File: config.mk
export PLATFORM = sky130hd
export DESIGN_NAME = gpio_port_ctrl
export DESIGN_NICKNAME = d
export VERILOG_FILES = /design/src/rtl/gpio_cfg_pkg.sv /design/src/rtl/gpio_in_sync.sv /design/src/rtl/gpio_pin_cell.sv /design/src/rtl/gpio_cfg_regs.sv /design/src/rtl/gpio_port_ctrl.sv
export SDC_FILE = /design/constraint.sdc
export NUM_CORES = 1
export LEC_CHECK = 0
export BUFFER_PORTS_ARGS = -buffer_cell sky130_fd_sc_hd__buf_2
export CAP_MARGIN = 30
export CORE_ASPECT_RATIO = 1.1
export CORE_MARGIN = 4
export CORE_UTILIZATION = 45
export CTS_CLUSTER_DIAMETER = 150
export DETAILED_ROUTE_END_ITERATION = 10
export PLACE_DENSITY = 0.68
export SYNTH_ARGS = -nofsm -noshare
export SYNTH_HDL_FRONTEND = slang
export SYNTH_HIERARCHICAL = 1
export SYNTH_SLANG_ARGS = --single-unit
File: constraint.sdc
create_clock -name clk -period 4.1 [get_ports clk]
set_input_delay 1.025 -clock clk [delete_from_list [all_inputs] [get_ports clk]]
set_output_delay 1.025 -clock clk [all_outputs]
set_load 0.005 [all_outputs]
File: src/rtl/gpio_cfg_pkg.sv
package gpio_cfg_pkg;

   typedef enum logic [1:0] {
      PM_IN  = 2'b00,
      PM_OUT = 2'b01,
      PM_ALT = 2'b10,
      PM_ANA = 2'b11
   } pin_mode_e;

   typedef enum logic [1:0] {
      STR_NORM  = 2'b00,
      STR_LARGE = 2'b01,
      STR_MAX   = 2'b10
   } drv_class_e;

   localparam int unsigned RA_MODE  = 0;
   localparam int unsigned RA_PULL  = 1;
   localparam int unsigned RA_OTYPE = 2;
   localparam int unsigned RA_DRVLO = 3;
   localparam int unsigned RA_DRVHI = 4;
   localparam int unsigned RA_ODATA = 5;
   localparam int unsigned RA_SETCL = 6;
   localparam int unsigned RA_IDATA = 7;

   typedef struct packed {
      logic oe;
      logic out;
      logic pu;
      logic pd;
      logic ie;
   } pad_ctl_t;

endpackage

File: src/rtl/gpio_in_sync.sv
module gpio_in_sync #(
   parameter int unsigned WIDTH  = 16,
   parameter int unsigned STAGES = 2
) (
   input  logic             clk,
   input  logic             rst_n,
   input  logic [WIDTH-1:0] d,
   output logic [WIDTH-1:0] q
);

   generate
      if (STAGES < 2) begin : g_bad
         $error("gpio_in_sync: STAGES must be at least 2");
      end
   endgenerate

   logic [WIDTH-1:0] chain [STAGES];

   always_ff @(posedge clk or negedge rst_n) begin
      if (!rst_n) begin
         for (int s = 0; s < STAGES; s++) chain[s] <= '0;
      end else begin
         chain[0] <= d;
         for (int s = 1; s < STAGES; s++) chain[s] <= chain[s-1];
      end
   end

   assign q = chain[STAGES-1];

endmodule

File: src/rtl/gpio_pin_cell.sv
module gpio_pin_cell
   import gpio_cfg_pkg::*;
#(
   parameter int unsigned DRV_W = 3
) (
   input  logic [1:0]       mode,
   input  logic [1:0]       pull,
   input  logic             otype,
   input  logic             odata,
   input  logic [DRV_W-1:0] drv,
   output pad_ctl_t         ctl,
   output logic [1:0]       str
);

   generate
      if (DRV_W != 3) begin : g_bad
         $error("gpio_pin_cell: DRV_W must be 3");
      end
   endgenerate

   logic pull_up_req, pull_dn_req;

   always_comb begin
      pull_up_req = (pull == 2'b01);
      pull_dn_req = (pull == 2'b10);
   end

   always_comb begin
      ctl = '0;
      unique case (pin_mode_e'(mode))
         PM_IN: begin
            ctl.ie = 1'b1;
            ctl.pu = pull_up_req;
            ctl.pd = pull_dn_req;
         end
         PM_OUT: begin
            ctl.ie = 1'b1;
            ctl.pu = pull_up_req;
            ctl.pd = pull_dn_req;
            if (otype) begin
               ctl.oe  = ~odata;
               ctl.out = 1'b0;
            end else begin
               ctl.oe  = 1'b1;
               ctl.out = odata;
            end
         end
         PM_ALT: begin
            ctl.ie = 1'b1;
            ctl.pu = pull_up_req;
            ctl.pd = pull_dn_req;
         end
         PM_ANA: ctl = '0;
         default: ctl = '0;
      endcase
   end

   always_comb begin
      if (drv[DRV_W-1])          str = STR_MAX;
      else if (drv == 3'b001)    str = STR_LARGE;
      else                       str = STR_NORM;
   end

endmodule

File: src/rtl/gpio_cfg_regs.sv
module gpio_cfg_regs
   import gpio_cfg_pkg::*;
#(
   parameter int unsigned NPINS  = 16,
   parameter int unsigned ADDR_W = 3,
   parameter int unsigned DATA_W = 32,
   parameter int unsigned DBG_A  = 13,
   parameter int unsigned DBG_B  = 14
) (
   input  logic                clk,
   input  logic                rst_n,
   input  logic [ADDR_W-1:0]   bus_addr,
   input  logic                bus_wr,
   input  logic [DATA_W-1:0]   bus_wdata,
   input  logic [NPINS-1:0]    idata,
   output logic [DATA_W-1:0]   bus_rdata,
   output logic [2*NPINS-1:0]  mode_q,
   output logic [2*NPINS-1:0]  pull_q,
   output logic [NPINS-1:0]    otype_q,
   output logic [2*NPINS-1:0]  drvlo_q,
   output logic [NPINS-1:0]    drvhi_q,
   output logic [NPINS-1:0]    odr_q
);

   localparam int unsigned FW = 2 * NPINS;

   function automatic logic [FW-1:0] mode_init();
      logic [FW-1:0] r;
      r = '0;
      r[2*DBG_A +: 2] = PM_ALT;
      r[2*DBG_B +: 2] = PM_ALT;
      return r;
   endfunction

   function automatic logic [FW-1:0] pull_init();
      logic [FW-1:0] r;
      r = '0;
      r[2*DBG_A +: 2] = 2'b01;
      r[2*DBG_B +: 2] = 2'b10;
      return r;
   endfunction

   localparam logic [FW-1:0] MODE_RST = mode_init();
   localparam logic [FW-1:0] PULL_RST = pull_init();

   logic sel_mode, sel_pull, sel_otype, sel_drvlo, sel_drvhi, sel_odata, sel_setcl;
   logic [NPINS-1:0] set_v, clr_v;

   always_comb begin
      sel_mode  = bus_wr && (bus_addr == ADDR_W'(RA_MODE));
      sel_pull  = bus_wr && (bus_addr == ADDR_W'(RA_PULL));
      sel_otype = bus_wr && (bus_addr == ADDR_W'(RA_OTYPE));
      sel_drvlo = bus_wr && (bus_addr == ADDR_W'(RA_DRVLO));
      sel_drvhi = bus_wr && (bus_addr == ADDR_W'(RA_DRVHI));
      sel_odata = bus_wr && (bus_addr == ADDR_W'(RA_ODATA));
      sel_setcl = bus_wr && (bus_addr == ADDR_W'(RA_SETCL));
      set_v     = bus_wdata[NPINS-1:0];
      clr_v     = bus_wdata[FW-1:NPINS];
   end

   always_ff @(posedge clk or negedge rst_n) begin
      if (!rst_n) begin
         mode_q  <= MODE_RST;
         pull_q  <= PULL_RST;
         otype_q <= '0;
         drvlo_q <= '0;
         drvhi_q <= '0;
         odr_q   <= '0;
      end else begin
         if (sel_mode)  mode_q  <= bus_wdata[FW-1:0];
         if (sel_pull)  pull_q  <= bus_wdata[FW-1:0];
         if (sel_otype) otype_q <= bus_wdata[NPINS-1:0];
         if (sel_drvlo) drvlo_q <= bus_wdata[FW-1:0];
         if (sel_drvhi) drvhi_q <= bus_wdata[NPINS-1:0];
         if (sel_odata)      odr_q <= bus_wdata[NPINS-1:0];
         else if (sel_setcl) odr_q <= (odr_q & ~clr_v) | set_v;
      end
   end

   always_comb begin
      bus_rdata = '0;
      case (bus_addr)
         ADDR_W'(RA_MODE):  bus_rdata[FW-1:0]    = mode_q;
         ADDR_W'(RA_PULL):  bus_rdata[FW-1:0]    = pull_q;
         ADDR_W'(RA_OTYPE): bus_rdata[NPINS-1:0] = otype_q;
         ADDR_W'(RA_DRVLO): bus_rdata[FW-1:0]    = drvlo_q;
         ADDR_W'(RA_DRVHI): bus_rdata[NPINS-1:0] = drvhi_q;
         ADDR_W'(RA_ODATA): bus_rdata[NPINS-1:0] = odr_q;
         ADDR_W'(RA_IDATA): bus_rdata[NPINS-1:0] = idata;
         default:           bus_rdata = '0;
      endcase
   end

endmodule

File: src/rtl/gpio_port_ctrl.sv
module gpio_port_ctrl
   import gpio_cfg_pkg::*;
#(
   parameter int unsigned NPINS       = 16,
   parameter int unsigned ADDR_W      = 3,
   parameter int unsigned DATA_W      = 32,
   parameter int unsigned SYNC_STAGES = 2,
   parameter int unsigned DBG_A       = 13,
   parameter int unsigned DBG_B       = 14
) (
   input  logic                 clk,
   input  logic                 rst_n,
   input  logic [ADDR_W-1:0]    bus_addr,
   input  logic                 bus_wr,
   input  logic [DATA_W-1:0]    bus_wdata,
   output logic [DATA_W-1:0]    bus_rdata,
   input  logic [NPINS-1:0]     pad_in,
   output logic [NPINS-1:0]     pad_oe,
   output logic [NPINS-1:0]     pad_out,
   output logic [NPINS-1:0]     pad_pu,
   output logic [NPINS-1:0]     pad_pd,
   output logic [NPINS-1:0]     pad_ie,
   output logic [2*NPINS-1:0]   pad_strength
);

   localparam int unsigned DRV_W = 3;

   generate
      if (NPINS < 1 || DATA_W < 2 * NPINS) begin : g_bad_width
         $error("gpio_port_ctrl: DATA_W must hold two bits per pin");
      end
      if (ADDR_W < 3) begin : g_bad_addr
         $error("gpio_port_ctrl: ADDR_W must be at least 3");
      end
      if (DBG_A >= NPINS || DBG_B >= NPINS || DBG_A == DBG_B) begin : g_bad_dbg
         $error("gpio_port_ctrl: debug pin indices out of range");
      end
   endgenerate

   logic [2*NPINS-1:0] mode_q, pull_q, drvlo_q;
   logic [NPINS-1:0]   otype_q, drvhi_q, odr_q;
   logic [NPINS-1:0]   sync_q, idr_v;

   gpio_cfg_regs #(
      .NPINS(NPINS), .ADDR_W(ADDR_W), .DATA_W(DATA_W),
      .DBG_A(DBG_A), .DBG_B(DBG_B)
   ) u_regs (
      .clk(clk), .rst_n(rst_n),
      .bus_addr(bus_addr), .bus_wr(bus_wr), .bus_wdata(bus_wdata),
      .idata(idr_v), .bus_rdata(bus_rdata),
      .mode_q(mode_q), .pull_q(pull_q), .otype_q(otype_q),
      .drvlo_q(drvlo_q), .drvhi_q(drvhi_q), .odr_q(odr_q)
   );

   gpio_in_sync #(.WIDTH(NPINS), .STAGES(SYNC_STAGES)) u_sync (
      .clk(clk), .rst_n(rst_n), .d(pad_in), .q(sync_q)
   );

   generate
      for (genvar p = 0; p < NPINS; p++) begin : g_pin
         pad_ctl_t ctl;
         gpio_pin_cell #(.DRV_W(DRV_W)) u_cell (
            .mode(mode_q[2*p +: 2]),
            .pull(pull_q[2*p +: 2]),
            .otype(otype_q[p]),
            .odata(odr_q[p]),
            .drv({drvhi_q[p], drvlo_q[2*p +: 2]}),
            .ctl(ctl),
            .str(pad_strength[2*p +: 2])
         );
         assign pad_oe[p]  = ctl.oe;
         assign pad_out[p] = ctl.out;
         assign pad_pu[p]  = ctl.pu;
         assign pad_pd[p]  = ctl.pd;
         assign pad_ie[p]  = ctl.ie;
      end
   endgenerate

   assign idr_v = sync_q & pad_ie;

endmodule

==> impl_metrics.ini, run 1 <==
[run_status]
status = finished, final reports clean

[clock_network]
cts_buffer_depth = 2
cts_resized = 0
cts_tree = yes
postCtsSetupRepairBufs = 0
cts_root_buf = clkbuf_16
numCtsBuffers = 17
clkLatencyLatePin_ps = 430
hold_buffers = 0
htreeDepth = 4
path_clk_slew_ps = 70
clock_sinks = 176

[final_layout]
post-route-util_pct = 53.90
syn2layout_area_growth_pct = 17.76
fin_nets = 984
drive_gt1_share_pct = 51.54
diodes = 0

[power]
switching_power_mw = 1.778
p_sw_share_pct = 32.53
p_leak_nw = 5.065
combPwrFrac_pct = 25.7
seqPwrFrac_pct = 44.6
powerDensity_nw_per_um2 = 492.9
pwr-share-clk_pct = 29.7
irDropWorstVdd_mv = 0.2536
intPower_mw = 3.689

[route]
postRouteAntennaNets = 0
vias = 6912
routedWlPerCell_um = 22.42
first_pass_iters = 5
drcViolationCount = 0
viasPerCell = 5.765
drtIter0Drc = 438
wl_mm = 26.88

[setup_path]
r2r_cells = 2
reg2reg_slack_ps = 3190
start_kind = input pin
crit_start = bus_addr[2]
cpPeakStageDelay_ps = 500
r2r-end = u_regs/odr_q[1]
critPathSlowestCell = buf_4
cp_common_cell = a221oi_1
endpoint = bus_rdata[11]
path_cells = buf_4 -> mux2_2 -> a221oi_1 -> a221oi_1 -> buf_2
cp_max_fo = 40
worstSetupEndpointType = output port
worstPathRequired_ps = 3070
critical_path_arrival_ps = 2670
r2r_start = u_regs/odr_q[1]
critical_path_class = in2out

[timing]
relSlewSlack_pct = 44.12
fin_crit_sh_pct = 90.17
hold_viol = 0
clock.fmax_ghz = 0.2705
setup_viol = 0
drv_slew = 0
fin_crit_ps = 3697
grt_setup_unrepaired = false
worst_slew_pin_slew_ps = 837.0
fin_tns_setup_ps = 0
fin_skew_ps = 3.334

[floorplanning]
die_w_um = 145.9
die_h_um = 159.7
die_area_sq_um = 23310
initial_utilization_pct = 45.77
rows = 55
core_area_sq_um = 20580
io_pins = 198

[synthesis]
synth.most_common_cell = dfrtp_1
synthAdderAreaFrac_pct = 0
async_flop_share_pct = 100.0
synth_nets = 820
synthCells = 766
synth_top_cell_by_area = dfrtp_1
synth_common_cells = dfrtp_1 (172), mux2_2 (125), nand2_1 (49), nor3b_2 (48), buf_4 (37)
ys_ff_latch = 176
synthMuxAreaShare_pct = 23.73
synth.top_cell.area_share_pct = 45.70
synth-compound-area-share_pct = 8.264
yosysWarnings = 6
synth.distinct_cells = 31
ys_seq_area_share_pct = 46.82
yosys.area_share.simple_pct = 15.38
synthXorXnorAreaFrac_pct = 0
synth_top_family_by_area = multiplexers
synth_ff_type = dfrtp_1
synth_edf_count = 0
avgSynthCellArea_sq_um = 12.29
synth_area_leaders = dfrtp_1 (46%), mux2_2 (15%), nor3b_2 (6.4%)
syn_area_sq_um = 9418

[global_route]
grt_start_max_net_pins = 84
grt_pass1_vias = 7014
grt_usage_pct = 22.87
gr-total-overflow = 0
grt_pass1_wl_mm = 41.63
antenna_found_initial = 1

[placed_design]
port_buffers = 197
gp_congestion = 0.8320
dp_hpwl_mm = 19.20

[job]
maxCapViolations = 0

[hold_path]
hold_path.class = reg2reg
state kept, by name, indices dropped and copies added, names as in the netlist:
name	flops
u_regs/drvlo_q	32
u_regs/mode_q	32
u_regs/pull_q	32
u_regs/drvhi_q	16
u_regs/odr_q	16
u_regs/otype_q	16
u_sync/chain	16
u_sync/q	16
worst min path at each step:
stage,slack [ps],cells after the start,startpoint,end
4_1_cts,350,0,u_sync/chain[23],u_sync/q[7]
6_report,350,0,u_sync/chain[26],u_sync/q[10]
2_1_floorplan,330,0,u_sync/chain[16],u_sync/q[0]
3_3_place_gp,330,0,u_sync/chain[26],u_sync/q[10]
3_5_place_dp,340,0,u_sync/chain[29],u_sync/q[13]
5_1_grt,360,0,u_sync/chain[23],u_sync/q[7]
power groups by stage:
stage | clock (mW) | sequential [mW] | combinational [mW]
3_5_place_dp | 0 | 2.46 | 1.41
5_1_grt | 1.72 | 2.49 | 1.53
6_report | 1.62 | 2.44 | 1.41
4_1_cts | 1.65 | 2.43 | 1.42
3_3_place_gp | 0 | 2.45 | 1.39
2_1_floorplan | 0 | 2.33 | 0.966
kinds of logic after synthesis:
family,Yosys count
DFF,176
muxes,192
AOI/OAI and AO/OA,112
buffers and inverters,95
and+or+nand+nor,191
layout make-up:
cell class	count	area, sq um
clock inverter	15	163.9
sequential	176	4409
clock buffer	17	425.4
tap	256	320.3
timing repair buffer	222	1220
inverter	18	67.56
fill	1786	9485
multi-input combinational	495	4484
through the flow:
stage          hold WS, ps  cell area (sq um)  power, mW  std cells  setup slack [ps]
2_1_floorplan        331.2               9418      3.292        766             977.0
3_3_place_gp         332.3              10500      3.840       1167             358.5
3_5_place_dp         335.5              10500      3.878       1167             349.0
4_1_cts              353.3              11090      5.506       1199             349.9
5_1_grt              355.8              11090      5.747       1199             298.9
6_report             347.3              11090      5.467       1199             403.1
cells in the final DEF, fill, tap and decap left out, types with 5 or more instances in the layout:
cell	count
a32oi_1	16
nor3b_2	48
buf_4	23
o211ai_1	16
buf_2	195
nor3b_1	16
nand2b_1	32
a21oi_1	32
mux2i_1	32
mux2_1	5
clkbuf_16	17
and2_4	16
o21ai_0	17
nand2_1	49
inv_1	16
a221oi_1	30
and2_1	18
mux2_2	125
inv_6	6
mux2_4	30
dfrtp_1	172
routing by layer:
metal / GRT usage, % / up-vias / routed length [um]
met4: 7.168 / 2 / 519
met1: 31.57 / 3521 / 12120
met3: 3.973 / 41 / 1399
met5: 0 / - / 12
li1: - / 3079 / -
met2: 36.94 / 269 / 12830
critical path, delay by kind of cell:
family	cells	cell delay [ps]
mux	1	400
compound gates	2	530
buf+inv	2	670
(Power assumes the default switching activity.)
==> run 2: changes to the inputs <==
--- a/config.mk
+++ b/config.mk
@@ -8,7 +8,7 @@
 export BUFFER_PORTS_ARGS = -buffer_cell sky130_fd_sc_hd__buf_2
 export CAP_MARGIN = 30
 export CORE_ASPECT_RATIO = 1.1
-export CORE_MARGIN = 4
+export CORE_MARGIN = 8
 export CORE_UTILIZATION = 45
 export CTS_CLUSTER_DIAMETER = 150
 export DETAILED_ROUTE_END_ITERATION = 10
==> impl_metrics.ini, run 2 (synthesized netlist as in run 1, its figures left out) <==
[timing]
fin_tns_setup_ps = 0
drv_slew = 0
fin_crit_sh_pct = 86.23
clock.fmax_ghz = 0.2828
fin_skew_ps = 3.835
fin_crit_ps = 3535
grt_setup_unrepaired = false
worst_slew_pin_slew_ps = 830.7
setup_viol = 0
hold_viol = 0
relSlewSlack_pct = 44.62

[final_layout]
fin_nets = 986
drive_gt1_share_pct = 51.64
final_area_sq_um = 11120
syn2layout_area_growth_pct = 18.11
n_fill_cell = 1775
mostFrequentLayoutCell = buf_2
final_cell_mix = buf_2 (195), dfrtp_1 (172), mux2_2 (125)
top_regs = u_regs/drvlo_q: 32 flops, u_regs/mode_q: 32 flops, u_regs/pull_q: 32 flops

[global_route]
grt_pass1_vias = 7311
grt_usage_pct = 21.69
grt_pass1_wl_mm = 43.32
antenna_found_initial = 2
grt_start_max_net_pins = 86
gr-total-overflow = 0

[setup_path]
path_cells = buf_4 -> buf_12 -> mux2_2 -> a221o_1 -> buf_2
worstPathRequired_ps = 3070
worstSetupEndpointType = output port
critPathSlowestCell = a221o_1
cpPeakStageDelay_ps = 380
cpLargestDelayFamily = buffers and inverters
critPathBufInv = 3
critical_path_arrival_ps = 2510
crit_start = bus_addr[2]
cp_max_fo = 29
critical_path_class = in2out
r2r_start = u_regs/drvhi_q[15]
reg2reg_slack_ps = 3210
start_kind = input pin

[power]
p_leak_nw = 5.083
powerDensity_nw_per_um2 = 492.6
irDropWorstVdd_mv = 0.2555

[route]
wl_mm = 27.77
drcViolationCount = 0
first_pass_iters = 5
postRouteAntennaNets = 0
routedWlPerCell_um = 23.10
viasPerCell = 5.710
vias = 6864
drtIter0Drc = 425

[floorplanning]
rows = 55
die_w_um = 153.9
core_area_sq_um = 20580
io_pins = 198
initial_utilization_pct = 45.77
die_area_sq_um = 25820
die_h_um = 167.7

[clock_network]
cts_buffer_depth = 2
clkLatencyLatePin_ps = 430
hold_buffers = 0
path_clk_slew_ps = 70
cts_resized = 0
clock_sinks = 176
postCtsSetupRepairBufs = 0
htreeDepth = 4
numCtsBuffers = 17
cts_root_buf = clkbuf_16
cts_tree = yes

[hold_path]
hold_path.class = reg2reg
hp-start = u_sync/chain[20]

[run_status]
status = finished, final reports clean

[job]
maxCapViolations = 0

[placed_design]
port_buffers = 197
place_area_sq_um = 10540
dp_hpwl_mm = 19.90
gp_congestion = 0.7874
==> run 2: cell types whose count changed in the layout (fill, tap and decap cells not counted) <==
| cell | change |
|---|---|
| nor3_2 | -1 |
| clkinv_8 | -2 |
| inv_8 | +3 |
| buf_6 | +1 |
| buf_12 | +1 |
| nor3_4 | +1 |
| diode_2 | +1 |
| clkinv_4 | -1 |
==> run 2: worst paths after layout <==
| path | end | depth (start not counted) |
|---|---|---|
| worst max-delay path | bus_rdata[10] | 5 |
| worst min-delay path | u_sync/q[4] | 0 |
| worst max register to register | u_regs/drvhi_q[15] | 1 |
| worst min register to register | u_sync/q[4] | 0 |
| max in group asynchronous | u_regs/drvhi_q[3] | 2 |
| min in group asynchronous | u_sync/q[10] | 1 |
==> run 2: per-layer routing <==
metal | routed length, um | track usage (%) | share of wire, % | vias to the layer above
met5 | 10 | 0 | 0.036 | -
met4 | 646 | 8.486 | 2.3 | 2
met3 | 1746 | 5.175 | 6.3 | 39
met2 | 13330 | 34.70 | 48 | 247
met1 | 12030 | 27.96 | 43 | 3493
li1 | - | - | - | 3083
==> run 2: report_power, final <==
group          internal (mW)  switching [mW]
Combinational          0.803           0.620
Sequential              2.07           0.362
Clock                  0.824           0.803
Total                   3.69            1.78
==> run 2: layout make-up <==
cell class	count	area [sq um]	share of cell area, %
tap	256	320.3	2.880
multi-input combinational	495	4491	40.37
timing repair buffer	224	1251	11.25
antenna	1	2.502	0.02250
clock inverter	15	156.4	1.406
inverter	18	67.56	0.6074
sequential	176	4409	39.64
clock buffer	17	425.4	3.825
==> run 2: through the flow <==
| stage | hold slack, ps | setup slack (ps) | util, % | total power [mW] | std cells |
|---|---|---|---|---|---|
| 2_1_floorplan | 331.2 | 977.0 | - | 3.292 | 766 |
| 3_3_place_gp | 331.4 | 371.7 | 51.16 | 3.850 | 1168 |
| 6_report | 347.4 | 564.5 | 54.06 | 5.479 | 1202 |
| 5_1_grt | 358.4 | 506.8 | 54.06 | 5.770 | 1202 |
| 4_1_cts | 349.7 | 577.4 | 54.05 | 5.526 | 1201 |
| 3_5_place_dp | 334.7 | 580.8 | 51.22 | 3.889 | 1169 |
